`src/rtl/pbadd_pkg.sv`:
```
package pbadd_pkg;
    localparam int INSTR_W = 32;
    localparam int IDX_W   = 5;

    localparam logic [5:0]  STD_MAJOR      = 6'b011111;
    localparam logic [5:0]  STD_FUNC       = 6'b010000;
    localparam logic [4:0]  STD_SUB_WRAP   = 5'b00000;
    localparam logic [4:0]  STD_SUB_SAT    = 5'b00100;
    localparam logic [5:0]  CMP_MAJOR      = 6'b000000;
    localparam logic [10:0] CMP_MINOR_WRAP = 11'b00011001101;
    localparam logic [10:0] CMP_MINOR_SAT  = 11'b10011001101;

    typedef enum logic [1:0] {
        OP_NONE = 2'd0,
        OP_WRAP = 2'd1,
        OP_SAT  = 2'd2
    } op_kind_e;
endpackage

```
`src/rtl/pbadd_decode.sv`:
```
module pbadd_decode
    import pbadd_pkg::*;
(
    input  logic [INSTR_W-1:0] instr,
    input  logic               enc_compact,
    output op_kind_e           op,
    output logic [IDX_W-1:0]   rs_idx,
    output logic [IDX_W-1:0]   rt_idx,
    output logic [IDX_W-1:0]   rd_idx
);
    always_comb begin
        op     = OP_NONE;
        rd_idx = instr[15:11];
        if (enc_compact) begin
            rt_idx = instr[25:21];
            rs_idx = instr[20:16];
            if (instr[31:26] == CMP_MAJOR) begin
                unique case (instr[10:0])
                    CMP_MINOR_WRAP: op = OP_WRAP;
                    CMP_MINOR_SAT:  op = OP_SAT;
                    default:        op = OP_NONE;
                endcase
            end
        end else begin
            rs_idx = instr[25:21];
            rt_idx = instr[20:16];
            if (instr[31:26] == STD_MAJOR && instr[5:0] == STD_FUNC) begin
                unique case (instr[10:6])
                    STD_SUB_WRAP: op = OP_WRAP;
                    STD_SUB_SAT:  op = OP_SAT;
                    default:      op = OP_NONE;
                endcase
            end
        end
    end
endmodule

```
`src/rtl/pbadd_lanes.sv`:
```
module pbadd_lanes #(
    parameter int LANES  = 4,
    parameter int LANE_W = 8
) (
    input  logic [LANES*LANE_W-1:0] a,
    input  logic [LANES*LANE_W-1:0] b,
    input  logic                    saturate,
    output logic [LANES*LANE_W-1:0] sum,
    output logic [LANES-1:0]        carry
);
    for (genvar g = 0; g < LANES; g++) begin : g_lane
        logic [LANE_W:0] wide;
        assign wide     = {1'b0, a[g*LANE_W +: LANE_W]} + {1'b0, b[g*LANE_W +: LANE_W]};
        assign carry[g] = wide[LANE_W];
        assign sum[g*LANE_W +: LANE_W] =
            (saturate && wide[LANE_W]) ? {LANE_W{1'b1}} : wide[LANE_W-1:0];
    end
endmodule

```
`src/rtl/pbadd_ctrl_reg.sv`:
```
module pbadd_ctrl_reg #(
    parameter int CTRL_W   = 32,
    parameter int FLAG_BIT = 20
) (
    input  logic              clk,
    input  logic              rst,
    input  logic              sw_we,
    input  logic [CTRL_W-1:0] sw_wdata,
    input  logic              flag_set,
    output logic [CTRL_W-1:0] ctrl_q
);
    logic [CTRL_W-1:0] ctrl_d;

    always_comb begin
        ctrl_d           = sw_we ? sw_wdata : ctrl_q;
        ctrl_d[FLAG_BIT] = ctrl_d[FLAG_BIT] | flag_set;
    end

    always_ff @(posedge clk) begin
        if (rst) ctrl_q <= '0;
        else     ctrl_q <= ctrl_d;
    end
endmodule

```
`src/rtl/pbadd_unit.sv`:
```
module pbadd_unit
    import pbadd_pkg::*;
#(
    parameter int LANES    = 4,
    parameter int LANE_W   = 8,
    parameter int DEST_W   = 64,
    parameter int CTRL_W   = 32,
    parameter int FLAG_BIT = 20
) (
    input  logic                    clk,
    input  logic                    rst,
    input  logic                    enc_compact,
    input  logic                    unit_en,
    input  logic [INSTR_W-1:0]      instr,
    input  logic [LANES*LANE_W-1:0] src_a,
    input  logic [LANES*LANE_W-1:0] src_b,
    input  logic                    sw_we,
    input  logic [CTRL_W-1:0]       sw_wdata,
    output logic [DEST_W-1:0]       dest_value,
    output logic [IDX_W-1:0]        dest_idx,
    output logic [IDX_W-1:0]        rs_idx,
    output logic [IDX_W-1:0]        rt_idx,
    output logic                    dest_we,
    output logic                    illegal,
    output logic                    disabled,
    output logic [CTRL_W-1:0]       ctrl_reg
);
    localparam int DATA_W = LANES * LANE_W;
    localparam int EXT_W  = DEST_W - DATA_W;

    op_kind_e          op;
    logic [DATA_W-1:0] packed_sum;
    logic [LANES-1:0]  lane_carry;
    logic              accepted;
    logic              flag_set;

    pbadd_decode u_decode (
        .instr       (instr),
        .enc_compact (enc_compact),
        .op          (op),
        .rs_idx      (rs_idx),
        .rt_idx      (rt_idx),
        .rd_idx      (dest_idx)
    );

    pbadd_lanes #(.LANES(LANES), .LANE_W(LANE_W)) u_lanes (
        .a        (src_a),
        .b        (src_b),
        .saturate (op == OP_SAT),
        .sum      (packed_sum),
        .carry    (lane_carry)
    );

    always_comb begin
        accepted = unit_en && (op != OP_NONE);
        dest_we  = accepted;
        illegal  = unit_en && (op == OP_NONE);
        disabled = !unit_en;
        flag_set = accepted && (|lane_carry);
    end

    assign dest_value = {{EXT_W{packed_sum[DATA_W-1]}}, packed_sum};

    pbadd_ctrl_reg #(.CTRL_W(CTRL_W), .FLAG_BIT(FLAG_BIT)) u_ctrl (
        .clk      (clk),
        .rst      (rst),
        .sw_we    (sw_we),
        .sw_wdata (sw_wdata),
        .flag_set (flag_set),
        .ctrl_q   (ctrl_reg)
    );
endmodule

```
`config.mk`:
```
export PLATFORM = sky130hd
export DESIGN_NAME = pbadd_unit
export DESIGN_NICKNAME = d
export VERILOG_FILES = /design/src/rtl/pbadd_pkg.sv /design/src/rtl/pbadd_decode.sv /design/src/rtl/pbadd_lanes.sv /design/src/rtl/pbadd_ctrl_reg.sv /design/src/rtl/pbadd_unit.sv
export SDC_FILE = /design/constraint.sdc
export NUM_CORES = 1
export LEC_CHECK = 0
export BUFFER_PORTS_ARGS = -buffer_cell sky130_fd_sc_hd__buf_2
export CORE_UTILIZATION = 30
export CTS_BUF_LIST = sky130_fd_sc_hd__clkbuf_8
export DETAILED_ROUTE_END_ITERATION = 6
export MAX_ROUTING_LAYER = met4
export PLACE_DENSITY = 0.67
export SYNTH_ARGS = -nofsm -noshare
export SYNTH_HDL_FRONTEND = slang
export SYNTH_SLANG_ARGS = --single-unit
```
`constraint.sdc`:
```
create_clock -name clk -period 2.9 [get_ports clk]
set_input_delay 0.29 -clock clk [delete_from_list [all_inputs] [get_ports clk]]
set_output_delay 0.29 -clock clk [all_outputs]
set_load 0.05 [all_outputs]
```
==> impl_metrics.tcl, run 1 <==
set metrics [dict create \
    top_regs "u_ctrl.ctrl_q x32" \
    largest_register_ffs 32 \
    end_kind "primary output" \
    portBuffers 236 \
    min_period_ps 2563 \
    grt.overflow.total 0 \
    path_class "primary input to primary output" \
    final_common_cell "buf_2" \
    cts_tree "done" \
    tightest_slew_ps 923.8 \
    drv_slew 0 \
    relSlewSlack 0.3841 \
    boundaryPins 247 \
    dp.cells 687 \
    detail-route-antenna-nets 0 \
    cts_made_buffers 5 \
    holdBufCountCts 0 \
    p_per_area_nw_per_um2 579.0 \
    synth_area_sq_um 3069 \
    dieArea_sq_um 10640 \
    start_util 0.3111 \
    rsz0062_at_grt "no" \
    nNetsFinal 730 \
    grt_antenna_before_repair 0 \
    clk_path_buf_depth 2 \
    post_drt_wl_per_cell_microns 12.18 \
    grt_pass1_vias 2791 \
    area_delta_synth_final_pct 38.08 \
    synth_nets 530 \
    path_max_fanout 33 \
    drtIter0Drc 55 \
    track_usage 0.1499 \
    hold_class "primary input to flip-flop" \
    drc_errors 0 \
    antenna_cells 0 \
    start_kind "primary input" \
    post_cts_buffers 0 \
    fillers 972 \
    vdd_ir_drop_max_v 0.0003860 \
    dpl.hpwl_mm 7.231 \
    drive_gt1_frac 0.4733 \
    cts.sinks 32 \
    final_cell_mix "236 x buf_2, 48 x nor2_1, 32 x mux2i_1, 32 x ha_1, 32 x dfxtp_1" \
    leakagePower_nw 2.316 \
    grt_first_pass_wirelength_mm 12.41 \
    die_h_microns 103.1 \
    status "finished clean" \
    gp_congestion 0.8149 \
    clock_latency_ps 270 \
    period_share 0.8838 \
    root_buffer "clkbuf_8" \
    cp.required_ps 2610 \
    setup_tns_ps 0 \
    max_clock_freq_mhz 390.2 \
    grt_start_max_net_pins 34 \
    vias_per_cell 4.620 \
    fin_worst_skew_ps 0 \
    num_vias 3211 \
    wl_mm 8.464 \
    cts_resized 0 \
    largest_register "u_ctrl.ctrl_q" \
    design.core.area_sq_um 9864 \
    yosysSeqAreaShare 0.2087 \
    maxCapViolations 0 \
    fin_cells 695 \
    cts_max_level 2 \
    ys_seq_elements 32 \
    synthCells 361 \
    arrival_ps 2270 \
    rows 36 \
    postSynthAreaPerCell_sq_um 8.502 \
    finalSetupViolCount 0 \
    drt_pass1_iterations 4 \
    clk_pin_slew_ps 70 \
    synth_cell_type_count 39 \
    die_w_microns 103.1 \
    hold_violations 0 \
    yosysWarnings 0 \
]
==> cell usage after synthesis <==
library cell	n	area [sq um]
xnor2_1	11	96.34
nand2b_1	8	50.05
inv_1	7	26.28
a21oi_1	16	80.08
nand4b_1	1	8.760
o21ai_0	1	5.000
clkbuf_1	6	22.52
nand4_1	4	25.02
xor2_1	13	113.9
nand3b_1	5	37.54
o21ai_4	4	65.06
nor4_1	4	25.02
buf_1	3	11.26
a31oi_1	4	25.02
o21bai_1	3	22.52
fa_1	4	80.08
or4b_1	1	10.01
a21o_1	4	30.03
o41ai_1	4	35.03
nand3_1	16	80.08
buf_4	37	277.8
nor4b_4	1	23.77
or3b_2	1	8.760
o22ai_1	2	12.51
or3_1	1	6.260
mux2_2	10	112.6
or4bb_1	1	11.26
nor4_4	1	21.27
mux2i_1	32	320.3
dfxtp_1	32	640.6
nor3_1	6	30.03
nand2_1	31	116.4
or2_4	1	8.760
ha_1	32	400.4
nor4b_1	1	8.760
nor2_1	48	180.2
or4_4	1	11.26
nor2b_1	1	6.260
o211ai_1	3	22.52
==> power by group <==
part	total [mW]	switching (mW)	leakage, nW	internal [mW]
combinational	1.57	1.18	1.99	0.389
clock	0.407	0.156	0.0593	0.251
sequential	0.478	0.0120	0.264	0.466
total	2.45	1.35	2.32	1.11
==> critical path: stages <==
cell,delay (ps)
buf_2,100
or4_4,570
or2_4,290
nor4_4,220
o21ai_4,140
nand2_2,320
buf_2,340
==> metrics by stage <==
stage	hold WS (ps)	total power [mW]	utilization	setup WS [ps]	area, sq um
after global routing	262.2	2.595	0.4296	79.36	4238
after global placement	469.3	2.049	0.4187	337.0	4130
after CTS	239.7	2.472	0.4296	308.4	4238
final	242.9	2.454	0.4296	337.0	4238
after floorplan	437.2	1.864	-	115.8	3072
after detailed placement	476.9	2.059	0.4187	312.5	4130
==> kinds of logic (layout without fill, tap and decap cells) <==
family,count (synthesis),count (layout),share of synthesized area
and+or+nand+nor,133,133,0.2181
buffers and inverters,53,254,0.1101
muxes,42,42,0.1411
AOI/OAI and AO/OA,41,41,0.09702
adders and majority gates,36,36,0.1565
DFF,32,32,0.2087
xor gates and xnor gates,24,24,0.06849
==> final timing paths <==
kind                            cells after the start               from  slack (ps)           endpoint
worst max-delay path                                7          instr[31]         340     dest_value[31]
worst min-delay path                                3       sw_wdata[24]         240  u_ctrl.ctrl_q[24]
worst max register to register                      2  u_ctrl.ctrl_q[20]        2210  u_ctrl.ctrl_q[20]
worst min register to register                      2  u_ctrl.ctrl_q[10]         490  u_ctrl.ctrl_q[10]
==> final cells by class <==
cell class / instances / area [sq um] / area share
clock inverters: 3 / 38.79 / 0.009153
flip-flops and latches: 32 / 640.6 / 0.1512
clock buffers: 5 / 68.82 / 0.01624
inverters: 7 / 26.28 / 0.006200
well taps: 133 / 166.4 / 0.03927
repair buffers: 239 / 1204 / 0.2840
multi-input cells: 276 / 2093 / 0.4939
==> metal layers <==
layer / global-route usage / vias up / share of wire
met5: - / - / 0
met4: 0.02925 / 0 / 0.010
met3: 0.02441 / 8 / 0.067
met2: 0.2728 / 158 / 0.49
met1: 0.1731 / 1413 / 0.43
li1: - / 1632 / -
Note: power is estimated with default switching activity, not from simulation.
==> run 2, diff against run 1 <==
--- a/config.mk
+++ b/config.mk
@@ -5,7 +5,8 @@
 export SDC_FILE = /design/constraint.sdc
 export NUM_CORES = 1
 export LEC_CHECK = 0
-export BUFFER_PORTS_ARGS = -buffer_cell sky130_fd_sc_hd__buf_2
+export BUFFER_PORTS_ARGS = -buffer_cell sky130_fd_sc_hd__clkbuf_2
+export CORE_ASPECT_RATIO = 1.25
 export CORE_UTILIZATION = 30
 export CTS_BUF_LIST = sky130_fd_sc_hd__clkbuf_8
 export DETAILED_ROUTE_END_ITERATION = 6
==> constraint.sdc (replaced) <==
create_clock -name clk -period 3.1 [get_ports clk]
set_input_delay 0.31 -clock clk [delete_from_list [all_inputs] [get_ports clk]]
set_output_delay 0.31 -clock clk [all_outputs]
set_load 0.05 [all_outputs]
==> run 2 against run 1 <==
  * Register-to-register slack better by 230 ps
  * Flip-flop and latch count stayed put
  * Setup slack improved by 99 ps
  * Largest power group unchanged
  * Routed wire length rose by 3.0%
  * Highest routed layer unchanged
  * Cell area decreased by 0.38%
  * Global-route usage rose by 0.84 points
  * Via count rose by 0.12%
  * Hold slack improved by 23 ps
  * Critical path depth increased by 1
==> impl_metrics.tcl, run 2 (synthesis results as in run 1) <==
set metrics [dict create \
    fin_worst_skew_ps 0 \
    post_cts_buffers 0 \
    clock_latency_ps 270 \
    period_share 0.8592 \
    start_kind "primary input" \
    gp_congestion 0.8395 \
    cp-startpoint "src_a[25]" \
    status "finished clean" \
    relSlewSlack 0.3100 \
    cts_made_buffers 5 \
    dieArea_sq_um 10640 \
    p_seq_frac 0.195 \
    top_regs "u_ctrl.ctrl_q x32" \
    end_kind "primary output" \
    min_from "sw_wdata[16]" \
    max_clock_freq_mhz 375.4 \
    largest_register_ffs 32 \
    clk_path_buf_depth 2 \
    area_delta_synth_final_pct 37.55 \
    cts.sinks 32 \
    vias_per_cell 4.680 \
    whs_ps 265.5 \
    grt_start_max_net_pins 34 \
    portBuffers 236 \
    fin_cells 687 \
    finalSetupViolCount 0 \
    tightest_slew_ps 1035 \
    die_h_microns 115.1 \
    setup_tns_ps 0 \
    arrival_ps 2350 \
    boundaryPins 247 \
    die_w_microns 92.47 \
    drive_gt1_frac 0.4724 \
    detail-route-antenna-nets 0 \
    switching_share 0.5523 \
    start_util 0.3145 \
    power_frac_clock 0.164 \
    p_sw_mw 1.268 \
    num_vias 3215 \
    path_class "primary input to primary output" \
    leakagePower_nw 2.336 \
    rsz0062_at_grt "no" \
    cts_resized 0 \
    wl_mm 8.715 \
    post_drt_wl_per_cell_microns 12.69 \
    rr_startpoint "u_ctrl.ctrl_q[20]" \
    hold_class "primary input to flip-flop" \
    hold_violations 0 \
    p_int_mw 1.028 \
    holdBufCountCts 0 \
    utilization 0.4326 \
    grt_first_pass_wirelength_mm 13.25 \
    track_usage 0.1583 \
    design.core.area_sq_um 9759 \
    clk_pin_slew_ps 70 \
    drtIter0Drc 74 \
    path_max_fanout 33 \
    root_buffer "clkbuf_8" \
    cts_max_level 2 \
    grt.overflow.total 0 \
    p_per_area_nw_per_um2 543.9 \
    grt_antenna_before_repair 0 \
    nNetsFinal 729 \
    drv_slew 0 \
    rows 40 \
    largest_register "u_ctrl.ctrl_q" \
    p_comb_frac 0.641 \
    final_cell_mix "236 x clkbuf_2, 48 x nor2_1, 32 x mux2i_1, 32 x ha_1, 32 x dfxtp_1" \
    dp.cells 679 \
    cp.required_ps 2790 \
    cts_tree "done" \
    min_period_ps 2664 \
    grt_pass1_vias 3011 \
    vdd_ir_drop_max_v 0.0004723 \
    final_common_cell "clkbuf_2" \
    dpl.hpwl_mm 7.609 \
    antenna_cells 0 \
    maxCapViolations 0 \
    drt_pass1_iterations 4 \
    drc_errors 0 \
]
==> run 2: changes by cell type in the layout (fill, tap and decap cells not counted), sizes merged <==
cell,delta
clkbuf,+236
buf,-237
==> run 2: final timing paths <==
check	endpoint	slack, ps	depth (start not counted)
min	u_ctrl.ctrl_q[16]	270	3
max	dest_value[42]	440	8
max reg2reg	u_ctrl.ctrl_q[20]	2440	2
min reg2reg	u_ctrl.ctrl_q[9]	500	2
==> run 2: area by class of cell <==
type | instances | area, sq um
Multi-Input combinational cell | 276 | 2093
Clock inverter | 3 | 38.79
Inverter | 7 | 26.28
Fill cell | 979 | 5538
Clock buffer | 5 | 68.82
Tap cell | 126 | 157.7
Sequential cell | 32 | 640.6
Timing Repair Buffer | 238 | 1196
==> run 2: critical path: stages <==
cell and delay (ps):
clkbuf_2 110, ha_1 310, a21oi_1 210, o211ai_1 170
o41ai_1 370, xor2_1 130, nand2_2 370, clkbuf_2 360
==> run 2: power groups by stage <==
stage | logic (mW) | clock network [mW] | registers (mW)
after floorplan | 1.20 | 0 | 0.542
after detailed placement | 1.48 | 0 | 0.458
after CTS | 1.48 | 0.388 | 0.449
final | 1.47 | 0.376 | 0.449
after global placement | 1.46 | 0 | 0.457
after global routing | 1.55 | 0.410 | 0.452
==> run 2: layer usage <==
| metal | part of all wire | GRT usage | up-vias |
|---|---|---|---|
| met2 | 0.52 | 0.2914 | 132 |
| met3 | 0.055 | 0.01852 | 18 |
| li1 | - | - | 1626 |
| met1 | 0.40 | 0.1731 | 1439 |
| met4 | 0.022 | 0.05938 | 0 |
| met5 | 0 | - | - |
==> run 2: metrics by stage <==
| step | instance area [sq um] | setup slack, ps | total power [mW] |
|---|---|---|---|
| after floorplan | 3072 | 275.8 | 1.743 |
| after global placement | 4114 | 479.5 | 1.921 |
| after detailed placement | 4114 | 392.8 | 1.934 |
| after CTS | 4222 | 394.7 | 2.317 |
| after global routing | 4222 | 213.7 | 2.412 |
| final | 4222 | 436.4 | 2.296 |
==> run 3, diff against run 2 <==
==> constraint.sdc (replaced) <==
create_clock -name clk -period 2.8 [get_ports clk]
set_input_delay 0.28 -clock clk [delete_from_list [all_inputs] [get_ports clk]]
set_output_delay 0.28 -clock clk [all_outputs]
set_load 0.05 [all_outputs]
==> run 3 against run 2 <==
  * Non-clock buffer count rose by 2
  * Clock-buffer cell count did not move
  * Routed wire length shrank 1.6%
  * Combinational power rose by 11%
  * Die area did not move
==> impl_metrics.tcl, run 3 (synthesis results as in run 1) <==
set metrics [dict create \
    p_per_area_nw_per_um2 599.2 \
    arrival_ps 2320 \
    design.core.area_sq_um 9759 \
    detail-route-antenna-nets 0 \
    clock_latency_ps 260 \
    hold_violations 0 \
    whs_ps 237.0 \
    antenna_cells 0 \
    p_seq_frac 0.196 \
    power_frac_clock 0.163 \
    final_cell_mix "236 x clkbuf_2, 48 x nor2_1, 32 x mux2i_1, 32 x ha_1, 32 x dfxtp_1" \
    vias_per_cell 4.716 \
    critPathSlowestCell "o41ai_1" \
    final_common_cell "clkbuf_2" \
    period_share 0.9293 \
    boundaryPins 247 \
    grt_antenna_before_repair 0 \
    met3_usage 0.01720 \
    dp.cells 681 \
    fin_cells 689 \
    cp.required_ps 2520 \
    grt.busiest_layer "met2" \
    nNetsFinal 731 \
    drtIter0Drc 53 \
    end_kind "primary output" \
    maxCapViolations 0 \
    root_buffer "clkbuf_8" \
    cts.sinks 32 \
    p_comb_frac 0.641 \
    max_stage_delay_ps 390 \
    finalSetupViolCount 0 \
    fillers 997 \
    status "finished clean" \
    post_cts_buffers 0 \
    p_int_mw 1.139 \
    wl_mm 8.579 \
    top_regs "u_ctrl.ctrl_q x32" \
    drc_errors 0 \
    grt_start_max_net_pins 34 \
    setup_tns_ps 0 \
    relSlewSlack 0.5677 \
    die_h_microns 115.1 \
    gp_congestion 0.8658 \
    min_period_ps 2602 \
    crit_chain "clkbuf_2 > ha_1 > a21oi_1 > o211ai_1 > o41ai_1 > xor2_1 > nand2_2 > clkbuf_2" \
    drv_slew 0 \
    clk_pin_slew_ps 70 \
    post_drt_wl_per_cell_microns 12.45 \
    cts_max_level 2 \
    path_class "primary input to primary output" \
    cts_made_buffers 5 \
    p_sw_mw 1.400 \
    dieArea_sq_um 10640 \
    leakagePower_nw 2.346 \
    largest_register_ffs 32 \
    hold_class "primary input to flip-flop" \
    dpl.hpwl_mm 7.538 \
    cts_tree "done" \
    use_met2 0.2765 \
    rows 40 \
    path_max_fanout 33 \
    track_usage 0.1506 \
    crit_path_frequent_cell "clkbuf_2" \
    rsz0062_at_grt "no" \
    grt_pass1_vias 2883 \
    vdd_ir_drop_max_v 0.0005043 \
    largest_register "u_ctrl.ctrl_q" \
    drt_pass1_iterations 4 \
    grt_first_pass_wirelength_mm 12.59 \
    fin_worst_skew_ps 0 \
    start_util 0.3145 \
    clk_path_buf_depth 2 \
    start_kind "primary input" \
    tightest_slew_ps 648.4 \
    num_vias 3249 \
    portBuffers 236 \
    area_delta_synth_final_pct 38.03 \
    switching_share 0.5515 \
    holdBufCountCts 0 \
    max_clock_freq_mhz 384.3 \
    grt.overflow.total 0 \
    cts_resized 0 \
    die_w_microns 92.47 \
    drive_gt1_frac 0.4742 \
    use_met1 0.1667 \
]
## run 3: changes by cell type in the layout (fill, tap and decap cells not counted), sizes merged
cell and delta:
buf +2
## run 3: power groups by stage
stage / clock (mW) / combinational [mW] / sequential, mW
floorplan: 0 / 1.33 / 0.600
global placement: 0 / 1.62 / 0.506
detailed placement: 0 / 1.63 / 0.507
CTS: 0.427 / 1.64 / 0.497
finish: 0.415 / 1.63 / 0.497
global route: 0.454 / 1.71 / 0.499
## run 3: critical path: cells and delay by family
family / cells / cell delay (ps)
AO/OA/AOI/OAI: 3 / 770
buffers and inverters: 2 / 470
AND/OR/NAND/NOR: 1 / 380
adder cells (fa/ha/maj): 1 / 290
XOR/XNOR: 1 / 140
## run 3: final cells by class
cell class | count | area [sq um] | share of cell area
clock inverter | 3 | 38.79 | 0.009155
inverter | 7 | 26.28 | 0.006202
tap | 126 | 157.7 | 0.03721
sequential | 32 | 640.6 | 0.1512
clock buffer | 5 | 68.82 | 0.01624
multi-input combinational | 276 | 2093 | 0.4941
timing repair buffer | 240 | 1211 | 0.2859
## run 3: worst paths after layout
path                     startpoint                 to  slack, ps  cells past startpoint
setup reg to reg  u_ctrl.ctrl_q[20]  u_ctrl.ctrl_q[20]       2060                      2
hold reg to reg   u_ctrl.ctrl_q[28]  u_ctrl.ctrl_q[28]        490                      2
hold / removal         sw_wdata[15]  u_ctrl.ctrl_q[15]        240                      3
setup / recovery          src_a[25]     dest_value[45]        200                      8
## run 3: through the flow
stage               area, sq um  power (mW)  setup WS, ps    util
global route               4237       2.665         96.61  0.4341
CTS                        4237       2.561         198.2  0.4341
finish                     4237       2.538         198.1  0.4341
global placement           4129       2.127         238.5  0.4231
detailed placement         4129       2.139         198.0  0.4231
floorplan                  3072       1.930         35.82       -
## run 3: per-layer routing
layer	share of wire	up-vias	wire length [microns]
met1	0.40	1454	3451
met2	0.52	140	4463
li1	-	1636	-
met5	0	-	0
met3	0.056	19	483
met4	0.021	0	180
